File: config.mk
export PLATFORM = sky130hd
export DESIGN_NAME = tpo_ctrl
export DESIGN_NICKNAME = d
export VERILOG_FILES = /design/src/rtl/tpo_pkg.sv /design/src/rtl/tpo_rst_sync.sv /design/src/rtl/tpo_mode_decode.sv /design/src/rtl/tpo_state_bank.sv /design/src/rtl/tpo_pin_mux.sv /design/src/rtl/tpo_ctrl.sv
export SDC_FILE = /design/constraint.sdc
export NUM_CORES = 1
export LEC_CHECK = 0
export ABC_AREA = 0
export BUFFER_PORTS_ARGS = -buffer_cell sky130_fd_sc_hd__buf_2
export CAP_MARGIN = 40
export CELL_PAD_IN_SITES_DETAIL_PLACEMENT = 0
export CELL_PAD_IN_SITES_GLOBAL_PLACEMENT = 1
export CORE_UTILIZATION = 23
export DETAILED_ROUTE_END_ITERATION = 6
export MAX_ROUTING_LAYER = met4
export PLACE_DENSITY_LB_ADDON = 0.3
export SLEW_MARGIN = 25
export SYNTH_ARGS = -nofsm -noshare
export SYNTH_HDL_FRONTEND = slang
export SYNTH_SLANG_ARGS = --single-unit
File: constraint.sdc
create_clock -name clk_i -period 2 [get_ports clk_i]
set_input_delay 0.3 -clock clk_i [delete_from_list [all_inputs] [get_ports clk_i]]
set_output_delay 0.3 -clock clk_i [all_outputs]
set_load 0.02 [all_outputs]
File: src/rtl/tpo_pkg.sv
package tpo_pkg;
  typedef enum logic [1:0] {
    MODE_NORMAL  = 2'd0,
    MODE_PRELOAD = 2'd1,
    MODE_OBSERVE = 2'd2
  } tmode_e;
endpackage

File: src/rtl/tpo_rst_sync.sv
module tpo_rst_sync (
  input  logic clk_i,
  input  logic rst_ni,
  output logic rst_sync_no
);
  logic [1:0] sync_q;

  always_ff @(posedge clk_i or negedge rst_ni) begin
    if (!rst_ni) sync_q <= 2'b00;
    else         sync_q <= {sync_q[0], 1'b1};
  end

  assign rst_sync_no = sync_q[1];
endmodule

File: src/rtl/tpo_mode_decode.sv
module tpo_mode_decode
  import tpo_pkg::*;
(
  input  logic   load_term_i,
  input  logic   view_term_i,
  input  logic   lock_i,
  output tmode_e mode_o
);
  // The lock wins over both terms; the load wins over the view.
  always_comb begin
    if (lock_i)           mode_o = MODE_NORMAL;
    else if (load_term_i) mode_o = MODE_PRELOAD;
    else if (view_term_i) mode_o = MODE_OBSERVE;
    else                  mode_o = MODE_NORMAL;
  end
endmodule

File: src/rtl/tpo_state_bank.sv
module tpo_state_bank
  import tpo_pkg::*;
#(
  parameter int NUM_CELLS = 16
) (
  input  logic                 clk_i,
  input  logic                 rst_ni,
  input  tmode_e               mode_i,
  input  logic [NUM_CELLS-1:0] pin_in_i,
  input  logic [NUM_CELLS-1:0] next_d_i,
  input  logic [NUM_CELLS-1:0] cell_en_i,
  output logic [NUM_CELLS-1:0] state_q_o
);
  logic                 is_load;
  logic [NUM_CELLS-1:0] d_sel;
  logic [NUM_CELLS-1:0] ld_en;

  // Next-state selection and clock enables
  always_comb begin
    is_load = (mode_i == MODE_PRELOAD);
    d_sel   = is_load ? pin_in_i : next_d_i;
    ld_en   = is_load ? {NUM_CELLS{1'b1}} : cell_en_i;
  end

  for (genvar g = 0; g < NUM_CELLS; g++) begin : g_cell
    always_ff @(posedge clk_i or negedge rst_ni) begin
      if (!rst_ni)       state_q_o[g] <= 1'b0;
      else if (ld_en[g]) state_q_o[g] <= d_sel[g];
    end
  end
endmodule

File: src/rtl/tpo_pin_mux.sv
module tpo_pin_mux
  import tpo_pkg::*;
#(
  parameter int NUM_CELLS = 16
) (
  input  tmode_e               mode_i,
  input  logic [NUM_CELLS-1:0] state_q_i,
  input  logic [NUM_CELLS-1:0] comb_sel_i,
  input  logic [NUM_CELLS-1:0] comb_val_i,
  input  logic [NUM_CELLS-1:0] polarity_i,
  input  logic [NUM_CELLS-1:0] oe_i,
  output logic [NUM_CELLS-1:0] pin_out_o,
  output logic [NUM_CELLS-1:0] pin_oe_o
);
  for (genvar g = 0; g < NUM_CELLS; g++) begin : g_cell
    logic norm_val;

    always_comb begin
      norm_val = (comb_sel_i[g] ? comb_val_i[g] : state_q_i[g]) ^ polarity_i[g];
      unique case (mode_i)
        MODE_OBSERVE: begin
          pin_out_o[g] = state_q_i[g];
          pin_oe_o[g]  = 1'b1;
        end
        MODE_PRELOAD: begin
          pin_out_o[g] = norm_val;
          pin_oe_o[g]  = 1'b0;
        end
        default: begin
          pin_out_o[g] = norm_val;
          pin_oe_o[g]  = oe_i[g];
        end
      endcase
    end
  end
endmodule

File: src/rtl/tpo_ctrl.sv
module tpo_ctrl
  import tpo_pkg::*;
#(
  parameter int NUM_CELLS = 16
) (
  input  logic                 clk_i,
  input  logic                 rst_ni,
  input  logic                 load_term_i,
  input  logic                 view_term_i,
  input  logic                 lock_i,
  input  logic [NUM_CELLS-1:0] pin_in_i,
  input  logic [NUM_CELLS-1:0] next_d_i,
  input  logic [NUM_CELLS-1:0] cell_en_i,
  input  logic [NUM_CELLS-1:0] comb_sel_i,
  input  logic [NUM_CELLS-1:0] comb_val_i,
  input  logic [NUM_CELLS-1:0] polarity_i,
  input  logic [NUM_CELLS-1:0] oe_i,
  output logic [NUM_CELLS-1:0] state_q_o,
  output logic [NUM_CELLS-1:0] pin_out_o,
  output logic [NUM_CELLS-1:0] pin_oe_o
);
  logic   rst_sync_n;
  tmode_e mode;

  tpo_rst_sync u_rst (
    .clk_i       (clk_i),
    .rst_ni      (rst_ni),
    .rst_sync_no (rst_sync_n)
  );

  tpo_mode_decode u_mode (
    .load_term_i (load_term_i),
    .view_term_i (view_term_i),
    .lock_i      (lock_i),
    .mode_o      (mode)
  );

  tpo_state_bank #(.NUM_CELLS(NUM_CELLS)) u_bank (
    .clk_i     (clk_i),
    .rst_ni    (rst_sync_n),
    .mode_i    (mode),
    .pin_in_i  (pin_in_i),
    .next_d_i  (next_d_i),
    .cell_en_i (cell_en_i),
    .state_q_o (state_q_o)
  );

  tpo_pin_mux #(.NUM_CELLS(NUM_CELLS)) u_mux (
    .mode_i     (mode),
    .state_q_i  (state_q_o),
    .comb_sel_i (comb_sel_i),
    .comb_val_i (comb_val_i),
    .polarity_i (polarity_i),
    .oe_i       (oe_i),
    .pin_out_o  (pin_out_o),
    .pin_oe_o   (pin_oe_o)
  );
endmodule

==> flow_results.xml, run 1 <==
<?xml version="1.0" encoding="UTF-8"?>
<metrics>
  <group name="synth">
    <metric name="synth.yosys.warnings" unit="">0</metric>
    <metric name="synth_seq_cells" unit="">18</metric>
    <metric name="synth_top_area_share" unit="%">27.27</metric>
    <metric name="synth_sequential_area_ratio" unit="%">27.27</metric>
    <metric name="synth_area_leader_cell" unit="">sky130_fd_sc_hd__dfrtp_1</metric>
    <metric name="synth.lib_cells_used.distinct" unit="">22</metric>
    <metric name="synth.net_count" unit="">329</metric>
    <metric name="mappedNetlistArea" unit="µm²">1652</metric>
    <metric name="synthesis.area_per_instance" unit="µm²">7.827</metric>
    <metric name="synth.top_cells.by_area" unit="">sky130_fd_sc_hd__dfrtp_1 (27%), sky130_fd_sc_hd__nand2_1 (10%), sky130_fd_sc_hd__mux2i_1 (9.7%)</metric>
    <metric name="postSynthCellCount" unit="">211</metric>
  </group>
  <group name="power">
    <metric name="design_power_total" unit="mW">1.392</metric>
    <metric name="power_leakage" unit="nW">1.477</metric>
    <metric name="power.density_cell_area" unit="nW/µm²">536.4</metric>
    <metric name="vdd.ir_drop.worst" unit="mV">0.2512</metric>
  </group>
  <group name="grt">
    <metric name="grt_overflow_total" unit="">0</metric>
    <metric name="globalRoute.busiestLayer" unit="">met2</metric>
    <metric name="global_route_wire_length_before_repair" unit="µm">7693</metric>
    <metric name="antenna_found_initial" unit="">0</metric>
    <metric name="met2_usage" unit="%">25.18</metric>
    <metric name="first_global_vias" unit="">1803</metric>
    <metric name="grtUsageMet3" unit="%">2.857</metric>
    <metric name="grt.total_usage" unit="%">13.27</metric>
    <metric name="grt_start_max_net_pins" unit="">34</metric>
    <metric name="grt_use_met1" unit="%">14.61</metric>
  </group>
  <group name="cells_and_area">
    <metric name="insertedDiodeCount" unit="">0</metric>
    <metric name="most_common_library_cell_in_the_layout_ignoring_fill_and_taps" unit="">sky130_fd_sc_hd__buf_2</metric>
    <metric name="flip_flop_and_latch_area" unit="µm²">450.4</metric>
    <metric name="fin_nets" unit="">491</metric>
    <metric name="mostFrequentLayoutCells" unit="">sky130_fd_sc_hd__buf_2 (164), sky130_fd_sc_hd__nand2_1 (45), sky130_fd_sc_hd__nor2_1 (32)</metric>
    <metric name="fillCellCount" unit="">749</metric>
    <metric name="area_growth" unit="%">57.12</metric>
    <metric name="multiInputGateArea" unit="µm²">1100</metric>
    <metric name="post_route_cells_drive_above_1_share" unit="%">47.31</metric>
  </group>
  <group name="route">
    <metric name="drc" unit="">0</metric>
    <metric name="drtAntennaViolNets" unit="">0</metric>
    <metric name="vias_per_cell" unit="">4.222</metric>
    <metric name="totalWireLength" unit="µm">5118</metric>
    <metric name="avgRoutedWirePerCell" unit="µm">10.94</metric>
    <metric name="1st_pass_router_iterations" unit="">4</metric>
    <metric name="initial_drc_count" unit="">53</metric>
    <metric name="routed-via-count" unit="">1976</metric>
  </group>
  <group name="critical_path">
    <metric name="worstPathArrival" unit="ns">1.47</metric>
    <metric name="critPathKind" unit="">input pin to output port</metric>
    <metric name="reg2reg_depth" unit="">2</metric>
    <metric name="critical_path.reg2reg.endpoint" unit="">u_bank.state_q_o[7]$_DFFE_PN0P_</metric>
    <metric name="reg2reg_setup_slack" unit="ns">1.21</metric>
    <metric name="worst_ep_required_time" unit="ns">1.70</metric>
    <metric name="crit_path_max_fanout" unit="">33</metric>
    <metric name="crit_path_end_kind" unit="">output port</metric>
    <metric name="r2r_start" unit="">u_bank.state_q_o[7]$_DFFE_PN0P_</metric>
    <metric name="cp-start-kind" unit="">input pin</metric>
  </group>
  <group name="clock_network">
    <metric name="cts.sinks" unit="">18</metric>
    <metric name="ctsLongestPathBuffers" unit="">2</metric>
    <metric name="cts_resized" unit="">0</metric>
    <metric name="worst_setup_hold_path_clk_slew" unit="ns">0.07</metric>
    <metric name="cts_inserted_buffers" unit="">3</metric>
    <metric name="cts_htree_levels" unit="">1</metric>
    <metric name="clock_root_buffer_master" unit="">sky130_fd_sc_hd__clkbuf_8</metric>
    <metric name="insertion_delay" unit="ns">0.25</metric>
    <metric name="cts_tree" unit="">yes</metric>
  </group>
  <group name="floorplanning">
    <metric name="core_ar" unit="µm²">6869</metric>
    <metric name="die_area" unit="µm²">7524</metric>
    <metric name="die_h" unit="µm">86.74</metric>
    <metric name="rows" unit="">30</metric>
    <metric name="fp.dieW" unit="µm">86.74</metric>
    <metric name="start_util" unit="%">24.04</metric>
    <metric name="ios" unit="">165</metric>
  </group>
  <group name="placed_design">
    <metric name="routabilityCongestion" unit="">0.7447</metric>
    <metric name="place.detailed.hpwl" unit="µm">4217</metric>
    <metric name="place.port_buffers" unit="">164</metric>
  </group>
  <group name="sta">
    <metric name="total_negative_setup_slacks" unit="ns">0</metric>
    <metric name="timing.final.setup_violations" unit="">0</metric>
    <metric name="hold-worst-slack" unit="ns">0.2469</metric>
    <metric name="max_clock_freq" unit="MHz">564.1</metric>
    <metric name="tightestPinTransition" unit="ns">0.7080</metric>
    <metric name="grt_setup_unrepaired" unit="">no</metric>
    <metric name="layout_worst_path_cycle_share" unit="%">88.63</metric>
    <metric name="layout_min_cycle_time" unit="ns">1.773</metric>
    <metric name="max_slew_margin" unit="%">52.80</metric>
    <metric name="hold_viol" unit="">0</metric>
    <metric name="timing.final.max_slew_violations" unit="">0</metric>
    <metric name="worst_clock_skew" unit="ns">0.001201</metric>
  </group>
  <group name="run">
    <metric name="cap_viol_max_count" unit="">0</metric>
  </group>
  <group name="hold_path">
    <metric name="holdPathEnd" unit="">u_bank.state_q_o[14]$_DFFE_PN0P_</metric>
    <metric name="min-delay-start" unit="">pin_in_i[14]</metric>
    <metric name="hold_path_depth" unit="">3</metric>
    <metric name="min-delay-path-class" unit="">input pin to flip-flop</metric>
  </group>
  <group name="status">
    <metric name="run_status" unit="">finished clean</metric>
  </group>
</metrics>
[registers in the layout, summed over array words and instances, names as in the netlist]
register and cells:
u_rst.sync_q 2, u_bank.state_q_o 16
[cell families (layout without fill, tap and decap cells)]
group | count (synthesis) | in the layout | share of synthesized area [%]
AOI/OAI and AO/OA | 48 | 48 | 18.18
xor gates and xnor gates | 16 | 16 | 8.485
adders and majority gates | 1 | 1 | 0.7575
buffers and inverters | 12 | 173 | 6.135
DFF | 18 | 18 | 27.27
muxes | 16 | 16 | 9.697
other | 1 | 1 | 0.2271
and+or+nand+nor | 99 | 99 | 29.24
[layout make-up]
type | instances | share of cell area [%]
repair buffers | 168 | 33.37
inverters | 1 | 0.1446
multi-input cells | 181 | 42.38
well taps | 96 | 4.629
clock buffers | 4 | 2.122
flip-flops and latches | 18 | 17.36
[how the worst max path moves through the flow]
stage | start | end | slack (ns) | cells past startpoint
after floorplan | load_term_i | pin_oe_o[13] | 0.1 | 9
after global placement | lock_i | pin_oe_o[0] | 0.25 | 7
after detailed placement | lock_i | pin_out_o[12] | 0.23 | 7
after CTS | lock_i | pin_oe_o[0] | 0.22 | 7
after global routing | load_term_i | pin_oe_o[0] | 0.11 | 7
final | lock_i | pin_out_o[11] | 0.23 | 7
[synth_stat cells]
cell,number
sky130_fd_sc_hd__nor3b_1,1
sky130_fd_sc_hd__conb_1,1
sky130_fd_sc_hd__nor2_1,32
sky130_fd_sc_hd__xnor2_1,16
sky130_fd_sc_hd__dfrtp_1,18
sky130_fd_sc_hd__ha_1,1
sky130_fd_sc_hd__buf_6,4
sky130_fd_sc_hd__mux2i_1,16
sky130_fd_sc_hd__clkbuf_2,1
sky130_fd_sc_hd__buf_2,2
sky130_fd_sc_hd__o22a_1,16
sky130_fd_sc_hd__inv_1,1
sky130_fd_sc_hd__buf_8,1
sky130_fd_sc_hd__buf_4,3
sky130_fd_sc_hd__and3b_1,16
sky130_fd_sc_hd__nor2b_4,1
sky130_fd_sc_hd__o21ai_1,2
sky130_fd_sc_hd__nand2_2,3
sky130_fd_sc_hd__nand2b_4,1
sky130_fd_sc_hd__a21oi_1,16
sky130_fd_sc_hd__o21ai_0,14
sky130_fd_sc_hd__nand2_1,45
[power by group]
part / leakage, nW / internal, mW / switching (mW)
logic: 1.23 / 0.294 / 0.343
clock network: 0.0288 / 0.175 / 0.132
registers: 0.216 / 0.404 / 0.0438
[worst max-delay path, cell delays in order]
cell                      delay, ns
sky130_fd_sc_hd__buf_2         0.12
sky130_fd_sc_hd__nor3b_1       0.19
sky130_fd_sc_hd__ha_1          0.23
sky130_fd_sc_hd__buf_12        0.21
sky130_fd_sc_hd__nor2_1        0.07
sky130_fd_sc_hd__o22a_1        0.19
sky130_fd_sc_hd__buf_2         0.15
[per-stage QoR]
stage,setup WS (ns),std cells,utilization (%),area [µm²]
2_1_floorplan,0.09918,211,-,1652
3_3_place_gp,0.2460,463,36.83,2530
3_5_place_dp,0.2276,463,36.83,2530
4_1_cts,0.2174,468,37.78,2595
5_1_grt,0.1128,468,37.78,2595
6_report,0.2273,468,37.78,2595
[metal layers]
layer	wire length (µm)	up-vias
met5	0	-
met4	15	0
met3	397	2
met2	2539	95
met1	2165	840
li1	-	1039
[timing repair]
| item | in CTS | in global routing |
|---|---|---|
| hold endpoints to repair | 2 | 0 |
| hold buffers | 1 | 0 |
| setup buffers | 0 | 0 |
Note: power is estimated with default switching activity, not from simulation.
==> inputs of run 2 (changes only) <==
- CORE_ASPECT_RATIO: default -> 1.4
==> run 2 against run 1 <==
  * Critical path depth unchanged
  * Clock skew increased by 0.0017 ns
  * Combinational power about the same
  * Wire length decreased by 0.92%
  * Sequential share of layout area about the same
  * Final cell count unchanged
  * Worst setup slack improved by 0.023 ns
  * First-iteration DRC count increased by 21%
  * Core utilization decreased by 0.46 points
  * Final area decreased by 0.24%
  * Sequential power about the same
  * Register-to-register slack about the same
==> flow_results.xml, run 2 (synthesized netlist as in run 1, its figures left out) <==
<?xml version="1.0" encoding="UTF-8"?>
<metrics>
  <group name="hold_path">
    <metric name="min-delay-path-class" unit="">input pin to flip-flop</metric>
  </group>
  <group name="clock_network">
    <metric name="clock_root_buffer_master" unit="">sky130_fd_sc_hd__clkbuf_8</metric>
    <metric name="insertion_delay" unit="ns">0.25</metric>
    <metric name="cts.sinks" unit="">18</metric>
    <metric name="worst_setup_hold_path_clk_slew" unit="ns">0.07</metric>
    <metric name="cts_tree" unit="">yes</metric>
    <metric name="cts_htree_levels" unit="">1</metric>
    <metric name="ctsLongestPathBuffers" unit="">2</metric>
    <metric name="cts_inserted_buffers" unit="">3</metric>
  </group>
  <group name="sta">
    <metric name="grt_setup_unrepaired" unit="">no</metric>
    <metric name="finalWorstSetupSlack" unit="ns">0.2501</metric>
    <metric name="tightestPinTransition" unit="ns">0.6630</metric>
    <metric name="layout_min_cycle_time" unit="ns">1.750</metric>
    <metric name="hold-worst-slack" unit="ns">0.2485</metric>
    <metric name="timing.final.max_slew_violations" unit="">0</metric>
    <metric name="total_negative_setup_slacks" unit="ns">0</metric>
    <metric name="worst_clock_skew" unit="ns">0.002876</metric>
    <metric name="layout_worst_path_cycle_share" unit="%">87.49</metric>
    <metric name="timing.final.setup_violations" unit="">0</metric>
    <metric name="max_clock_freq" unit="MHz">571.5</metric>
    <metric name="hold_viol" unit="">0</metric>
    <metric name="max_slew_margin" unit="%">55.80</metric>
  </group>
  <group name="placed_design">
    <metric name="place.detailed.hpwl" unit="µm">4350</metric>
    <metric name="routabilityCongestion" unit="">0.6917</metric>
    <metric name="place.port_buffers" unit="">164</metric>
    <metric name="dp_slack" unit="ns">0.2260</metric>
    <metric name="place.detailed.instances" unit="">463</metric>
    <metric name="area_after_dpl" unit="µm²">2524</metric>
  </group>
  <group name="cells_and_area">
    <metric name="most_common_library_cell_in_the_layout_ignoring_fill_and_taps" unit="">sky130_fd_sc_hd__buf_2</metric>
    <metric name="largest_regs" unit="">u_bank.state_q_o (16), u_rst.sync_q (2)</metric>
    <metric name="mostFrequentLayoutCells" unit="">sky130_fd_sc_hd__buf_2 (164), sky130_fd_sc_hd__nand2_1 (45), sky130_fd_sc_hd__nor2_1 (32)</metric>
    <metric name="fin_area" unit="µm²">2589</metric>
    <metric name="largest_reg_flops" unit="">16</metric>
    <metric name="fin_nets" unit="">492</metric>
    <metric name="insertedDiodeCount" unit="">0</metric>
    <metric name="fin_cells" unit="">468</metric>
    <metric name="area_growth" unit="%">56.74</metric>
    <metric name="post_route_cells_drive_above_1_share" unit="%">47.45</metric>
    <metric name="registers.top_by_ff_count" unit="">u_bank.state_q_o</metric>
  </group>
  <group name="floorplanning">
    <metric name="core_ar" unit="µm²">6937</metric>
    <metric name="rows" unit="">36</metric>
    <metric name="ios" unit="">165</metric>
    <metric name="fp.dieW" unit="µm">73.62</metric>
    <metric name="die_area" unit="µm²">7529</metric>
    <metric name="start_util" unit="%">23.81</metric>
    <metric name="die_h" unit="µm">102.3</metric>
  </group>
  <group name="route">
    <metric name="drc" unit="">0</metric>
    <metric name="vias_per_cell" unit="">4.293</metric>
    <metric name="totalWireLength" unit="µm">5071</metric>
    <metric name="drtAntennaViolNets" unit="">0</metric>
    <metric name="1st_pass_router_iterations" unit="">4</metric>
    <metric name="routed-via-count" unit="">2009</metric>
    <metric name="avgRoutedWirePerCell" unit="µm">10.84</metric>
    <metric name="initial_drc_count" unit="">64</metric>
  </group>
  <group name="critical_path">
    <metric name="worstPathArrival" unit="ns">1.45</metric>
    <metric name="crit_path_max_fanout" unit="">20</metric>
    <metric name="critPathKind" unit="">input pin to output port</metric>
    <metric name="worst_ep_required_time" unit="ns">1.70</metric>
    <metric name="crit_path_end_kind" unit="">output port</metric>
    <metric name="cp-start-kind" unit="">input pin</metric>
  </group>
  <group name="grt">
    <metric name="grt_start_max_net_pins" unit="">33</metric>
    <metric name="first_global_vias" unit="">1759</metric>
    <metric name="grt.total_usage" unit="%">12.73</metric>
    <metric name="grt_overflow_total" unit="">0</metric>
    <metric name="antenna_found_initial" unit="">0</metric>
    <metric name="grtUsageMet3" unit="%">2.268</metric>
    <metric name="global_route_wire_length_before_repair" unit="µm">7341</metric>
    <metric name="met2_usage" unit="%">24.84</metric>
    <metric name="globalRoute.busiestLayer" unit="">met2</metric>
    <metric name="grt_use_met1" unit="%">12.70</metric>
  </group>
  <group name="power">
    <metric name="power_leakage" unit="nW">1.479</metric>
    <metric name="vdd.ir_drop.worst" unit="mV">0.2607</metric>
    <metric name="power.density_cell_area" unit="nW/µm²">533.4</metric>
  </group>
  <group name="status">
    <metric name="run_status" unit="">finished clean</metric>
  </group>
  <group name="run">
    <metric name="cap_viol_max_count" unit="">0</metric>
  </group>
</metrics>
run 2: cell types whose count changed in the layout (fill, tap and decap cells not counted), sizes merged:
cell / change
buf: +1
run 2: path summary, 6_finish.rpt:
check,start,end,slack [ns],cells past startpoint
setup / recovery,lock_i,pin_out_o[8],0.25,7
hold / removal,pin_in_i[2],u_bank.state_q_o[2]$_DFFE_PN0P_,0.25,3
setup reg to reg,u_bank.state_q_o[3]$_DFFE_PN0P_,u_bank.state_q_o[3]$_DFFE_PN0P_,1.21,2
min in group asynchronous,u_rst.sync_q[1]$_DFF_PN0_,u_bank.state_q_o[12]$_DFFE_PN0P_,0.27,0
max in group asynchronous,u_rst.sync_q[1]$_DFF_PN0_,u_bank.state_q_o[13]$_DFFE_PN0P_,1.30,0
hold reg to reg,u_rst.sync_q[1]$_DFF_PN0_,u_bank.state_q_o[12]$_DFFE_PN0P_,0.27,0
run 2: power breakdown:
group	internal (mW)	switching (mW)
registers	0.404	0.0459
clock network	0.175	0.122
logic	0.293	0.342
total	0.872	0.509
run 2: timing repair:
item                      in CTS  in global routing
resized for setup              0                  0
hold buffers                   1                  0
buffers inserted               0                  0
hold endpoints to repair       2                  0
run 2: cell type report:
cell class	count	area (µm²)
fillers	789	4348
multi-input cells	181	1100
repair buffers	169	860.8
flip-flops and latches	18	450.4
well taps	95	118.9
clock buffers	4	55.05
inverters	1	3.754
run 2: worst max-delay path: stages:
cell and delay [ns]:
sky130_fd_sc_hd__buf_2 0.12, sky130_fd_sc_hd__nor3b_1 0.18, sky130_fd_sc_hd__ha_1 0.19, sky130_fd_sc_hd__buf_4 0.23
sky130_fd_sc_hd__nor2_1 0.07, sky130_fd_sc_hd__o22a_1 0.19, sky130_fd_sc_hd__buf_2 0.16
run 2: stage by stage:
step	util, %	power (mW)
after floorplan	-	0.8268
after global placement	36.38	1.088
after detailed placement	36.38	1.097
after CTS	37.32	1.403
after global routing	37.32	1.477
final	37.32	1.381
run 2: routing by layer:
layer / vias up / wire [µm] / part of all wire [%]
met5: - / 0 / 0
met4: 0 / 24 / 0.47
met3: 2 / 468 / 9.2
met2: 97 / 2643 / 52
met1: 868 / 1935 / 38
li1: 1042 / - / -
==> inputs of run 3 (changes only) <==
--- a/config.mk
+++ b/config.mk
@@ -17,2 +17,3 @@
 export PLACE_DENSITY_LB_ADDON = 0.3
+export RECOVER_POWER = 50
 export SLEW_MARGIN = 25
==> constraint.sdc (replaced) <==
create_clock -name clk_i -period 2 [get_ports clk_i]
set_input_delay 0 -clock clk_i [delete_from_list [all_inputs] [get_ports clk_i]]
set_output_delay 0 -clock clk_i [all_outputs]
set_load 0.02 [all_outputs]
==> run 3 against run 2 <==
  * Worst setup slack better by 0.34 ns
  * Sequential share of layout area down 0.86 points
  * Fmax grew 24%
  * Global-route usage rose by 0.95 points
  * Critical endpoint is now pin_oe_o[1]
==> flow_results.xml, run 3 (synthesized netlist as in run 1, its figures left out) <==
<?xml version="1.0" encoding="UTF-8"?>
<metrics>
  <group name="route">
    <metric name="initial_drc_count" unit="">63</metric>
    <metric name="drtAntennaViolNets" unit="">0</metric>
    <metric name="vias_per_cell" unit="">4.250</metric>
    <metric name="drc" unit="">0</metric>
    <metric name="1st_pass_router_iterations" unit="">4</metric>
    <metric name="avgRoutedWirePerCell" unit="µm">10.72</metric>
    <metric name="routed-via-count" unit="">2057</metric>
    <metric name="totalWireLength" unit="µm">5188</metric>
  </group>
  <group name="power">
    <metric name="vdd.ir_drop.worst" unit="mV">0.2649</metric>
    <metric name="clock_power_share" unit="%">21.5</metric>
    <metric name="power_leakage" unit="nW">1.490</metric>
    <metric name="internal_power" unit="mW">0.8799</metric>
    <metric name="power.density_cell_area" unit="nW/µm²">514.3</metric>
    <metric name="power_frac_seq" unit="%">32.2</metric>
    <metric name="pwr-share-comb" unit="%">46.2</metric>
    <metric name="netSwitchingPower" unit="mW">0.5203</metric>
    <metric name="power.switching_fraction" unit="%">37.16</metric>
  </group>
  <group name="cells_and_area">
    <metric name="fin_util" unit="%">39.25</metric>
    <metric name="largest_regs" unit="">u_bank.state_q_o (16), u_rst.sync_q (2)</metric>
    <metric name="mostFrequentLayoutCells" unit="">sky130_fd_sc_hd__buf_2 (147), sky130_fd_sc_hd__nand2_1 (45), sky130_fd_sc_hd__nor2_1 (32)</metric>
    <metric name="post_route_cells_drive_above_1_share" unit="%">40.98</metric>
    <metric name="area_growth" unit="%">64.85</metric>
    <metric name="fin_nets" unit="">507</metric>
    <metric name="fillCellCount" unit="">763</metric>
    <metric name="most_common_library_cell_in_the_layout_ignoring_fill_and_taps" unit="">sky130_fd_sc_hd__buf_2</metric>
    <metric name="fin_area" unit="µm²">2723</metric>
    <metric name="registers.top_by_ff_count" unit="">u_bank.state_q_o</metric>
    <metric name="largest_reg_flops" unit="">16</metric>
  </group>
  <group name="grt">
    <metric name="first_global_vias" unit="">1871</metric>
    <metric name="global_route_wire_length_before_repair" unit="µm">7893</metric>
    <metric name="grt_overflow_total" unit="">0</metric>
    <metric name="grt_start_max_net_pins" unit="">33</metric>
    <metric name="antenna_found_initial" unit="">1</metric>
    <metric name="grt.total_usage" unit="%">13.67</metric>
  </group>
  <group name="placed_design">
    <metric name="area_after_dpl" unit="µm²">2516</metric>
    <metric name="place.detailed.hpwl" unit="µm">4192</metric>
    <metric name="routabilityCongestion" unit="">0.6998</metric>
    <metric name="place.port_buffers" unit="">164</metric>
  </group>
  <group name="floorplanning">
    <metric name="rows" unit="">36</metric>
    <metric name="die_h" unit="µm">102.3</metric>
    <metric name="start_util" unit="%">23.81</metric>
    <metric name="ios" unit="">165</metric>
    <metric name="die_area" unit="µm²">7529</metric>
    <metric name="core_ar" unit="µm²">6937</metric>
    <metric name="fp.dieW" unit="µm">73.62</metric>
  </group>
  <group name="sta">
    <metric name="worst_clock_skew" unit="ns">0.001293</metric>
    <metric name="tightestPinTransition" unit="ns">0.7109</metric>
    <metric name="max_clock_freq" unit="MHz">706.9</metric>
    <metric name="layout_min_cycle_time" unit="ns">1.415</metric>
    <metric name="timing.final.setup_violations" unit="">0</metric>
    <metric name="grt_setup_unrepaired" unit="">no</metric>
    <metric name="hold_viol" unit="">0</metric>
    <metric name="max_slew_margin" unit="%">52.61</metric>
    <metric name="total_negative_setup_slacks" unit="ns">0</metric>
    <metric name="layout_worst_path_cycle_share" unit="%">70.73</metric>
    <metric name="timing.final.max_slew_violations" unit="">0</metric>
  </group>
  <group name="clock_network">
    <metric name="ctsLongestPathBuffers" unit="">2</metric>
    <metric name="cts.sinks" unit="">18</metric>
    <metric name="insertion_delay" unit="ns">0.25</metric>
    <metric name="cts_htree_levels" unit="">1</metric>
    <metric name="cts.repair_timing.setup_buffer_count" unit="">0</metric>
    <metric name="cts_tree" unit="">yes</metric>
    <metric name="clock_root_buffer_master" unit="">sky130_fd_sc_hd__clkbuf_8</metric>
    <metric name="cts_inserted_buffers" unit="">3</metric>
    <metric name="cts_resized" unit="">0</metric>
    <metric name="worst_setup_hold_path_clk_slew" unit="ns">0.07</metric>
  </group>
  <group name="critical_path">
    <metric name="critPathKind" unit="">input pin to output port</metric>
    <metric name="reg2reg_setup_slack" unit="ns">1.22</metric>
    <metric name="r2r_start" unit="">u_bank.state_q_o[4]$_DFFE_PN0P_</metric>
    <metric name="cp-start-kind" unit="">input pin</metric>
    <metric name="worstPathArrival" unit="ns">1.41</metric>
    <metric name="worst_ep_required_time" unit="ns">2.00</metric>
    <metric name="crit_path_end_kind" unit="">output port</metric>
    <metric name="cp-startpoint" unit="">load_term_i</metric>
    <metric name="crit_path_max_fanout" unit="">17</metric>
  </group>
  <group name="hold_path">
    <metric name="min-delay-start" unit="">next_d_i[6]</metric>
    <metric name="min-delay-path-class" unit="">input pin to flip-flop</metric>
  </group>
  <group name="status">
    <metric name="run_status" unit="">finished clean</metric>
  </group>
  <group name="run">
    <metric name="cap_viol_max_count" unit="">0</metric>
  </group>
</metrics>
-- run 3: changes by cell type in the layout (fill, tap and decap cells not counted) --
cell	change
sky130_fd_sc_hd__buf_2	-17
sky130_fd_sc_hd__buf_4	-1
sky130_fd_sc_hd__dlygate4sd3_1	+16
sky130_fd_sc_hd__diode_2	+1
sky130_fd_sc_hd__clkbuf_1	+17
sky130_fd_sc_hd__o21ai_0	+2
sky130_fd_sc_hd__o21ai_1	-2
-- run 3: final timing paths --
kind	to	cells after the start
worst max-delay path	pin_oe_o[1]	7
worst min-delay path	u_bank.state_q_o[6]$_DFFE_PN0P_	3
worst max register to register	u_bank.state_q_o[4]$_DFFE_PN0P_	2
worst min register to register	u_bank.state_q_o[12]$_DFFE_PN0P_	0
max in group asynchronous	u_bank.state_q_o[1]$_DFFE_PN0P_	0
min in group asynchronous	u_rst.sync_q[0]$_DFF_PN0_	2
-- run 3: final cells by class --
type | count | area, µm² | area share, %
multi-input cells | 181 | 1100 | 40.40
repair buffers | 184 | 992.2 | 36.44
flip-flops and latches | 18 | 450.4 | 16.54
well taps | 95 | 118.9 | 4.366
clock buffers | 4 | 55.05 | 2.022
inverters | 1 | 3.754 | 0.1379
diodes | 1 | 2.502 | 0.09191
-- run 3: power by group through the flow --
| stage | clock network, mW | logic [mW] | registers [mW] |
|---|---|---|---|
| final | 0.301 | 0.648 | 0.451 |
| after global routing | 0.336 | 0.710 | 0.460 |
| after CTS | 0.319 | 0.664 | 0.451 |
| after detailed placement | 0 | 0.635 | 0.458 |
| after global placement | 0 | 0.633 | 0.457 |
| after floorplan | 0 | 0.333 | 0.494 |
-- run 3: routing by layer --
metal | GRT usage (%) | share of wire (%) | vias up
met5 | - | 0 | -
met3 | 2.071 | 7.2 | 5
met4 | 3.550 | 1.0 | 0
met2 | 25.69 | 51 | 102
met1 | 14.63 | 41 | 871
li1 | - | - | 1079
-- run 3: critical path: stages --
cell and delay (ns):
sky130_fd_sc_hd__buf_2 0.09, sky130_fd_sc_hd__nor2b_4 0.13, sky130_fd_sc_hd__inv_1 0.05, sky130_fd_sc_hd__ha_1 0.58
sky130_fd_sc_hd__nand2b_4 0.33, sky130_fd_sc_hd__nand2_1 0.07, sky130_fd_sc_hd__buf_2 0.16
-- run 3: what timing repair did --
item	in CTS	in global routing
setup endpoints to repair	0	0
hold buffers	17	0
hold endpoints to repair	18	0
-- run 3: through the flow --
stage	hold slack (ns)	cells	total power, mW	setup WS, ns
3_3_place_gp	-0.2146	462	1.089	0.5842
3_5_place_dp	-0.2137	462	1.092	0.5593
5_1_grt	0.03657	484	1.506	0.4180
4_1_cts	0.02722	483	1.434	0.5581
2_1_floorplan	-0.2956	211	0.8268	0.6992
6_report	0.04143	484	1.400	0.5854
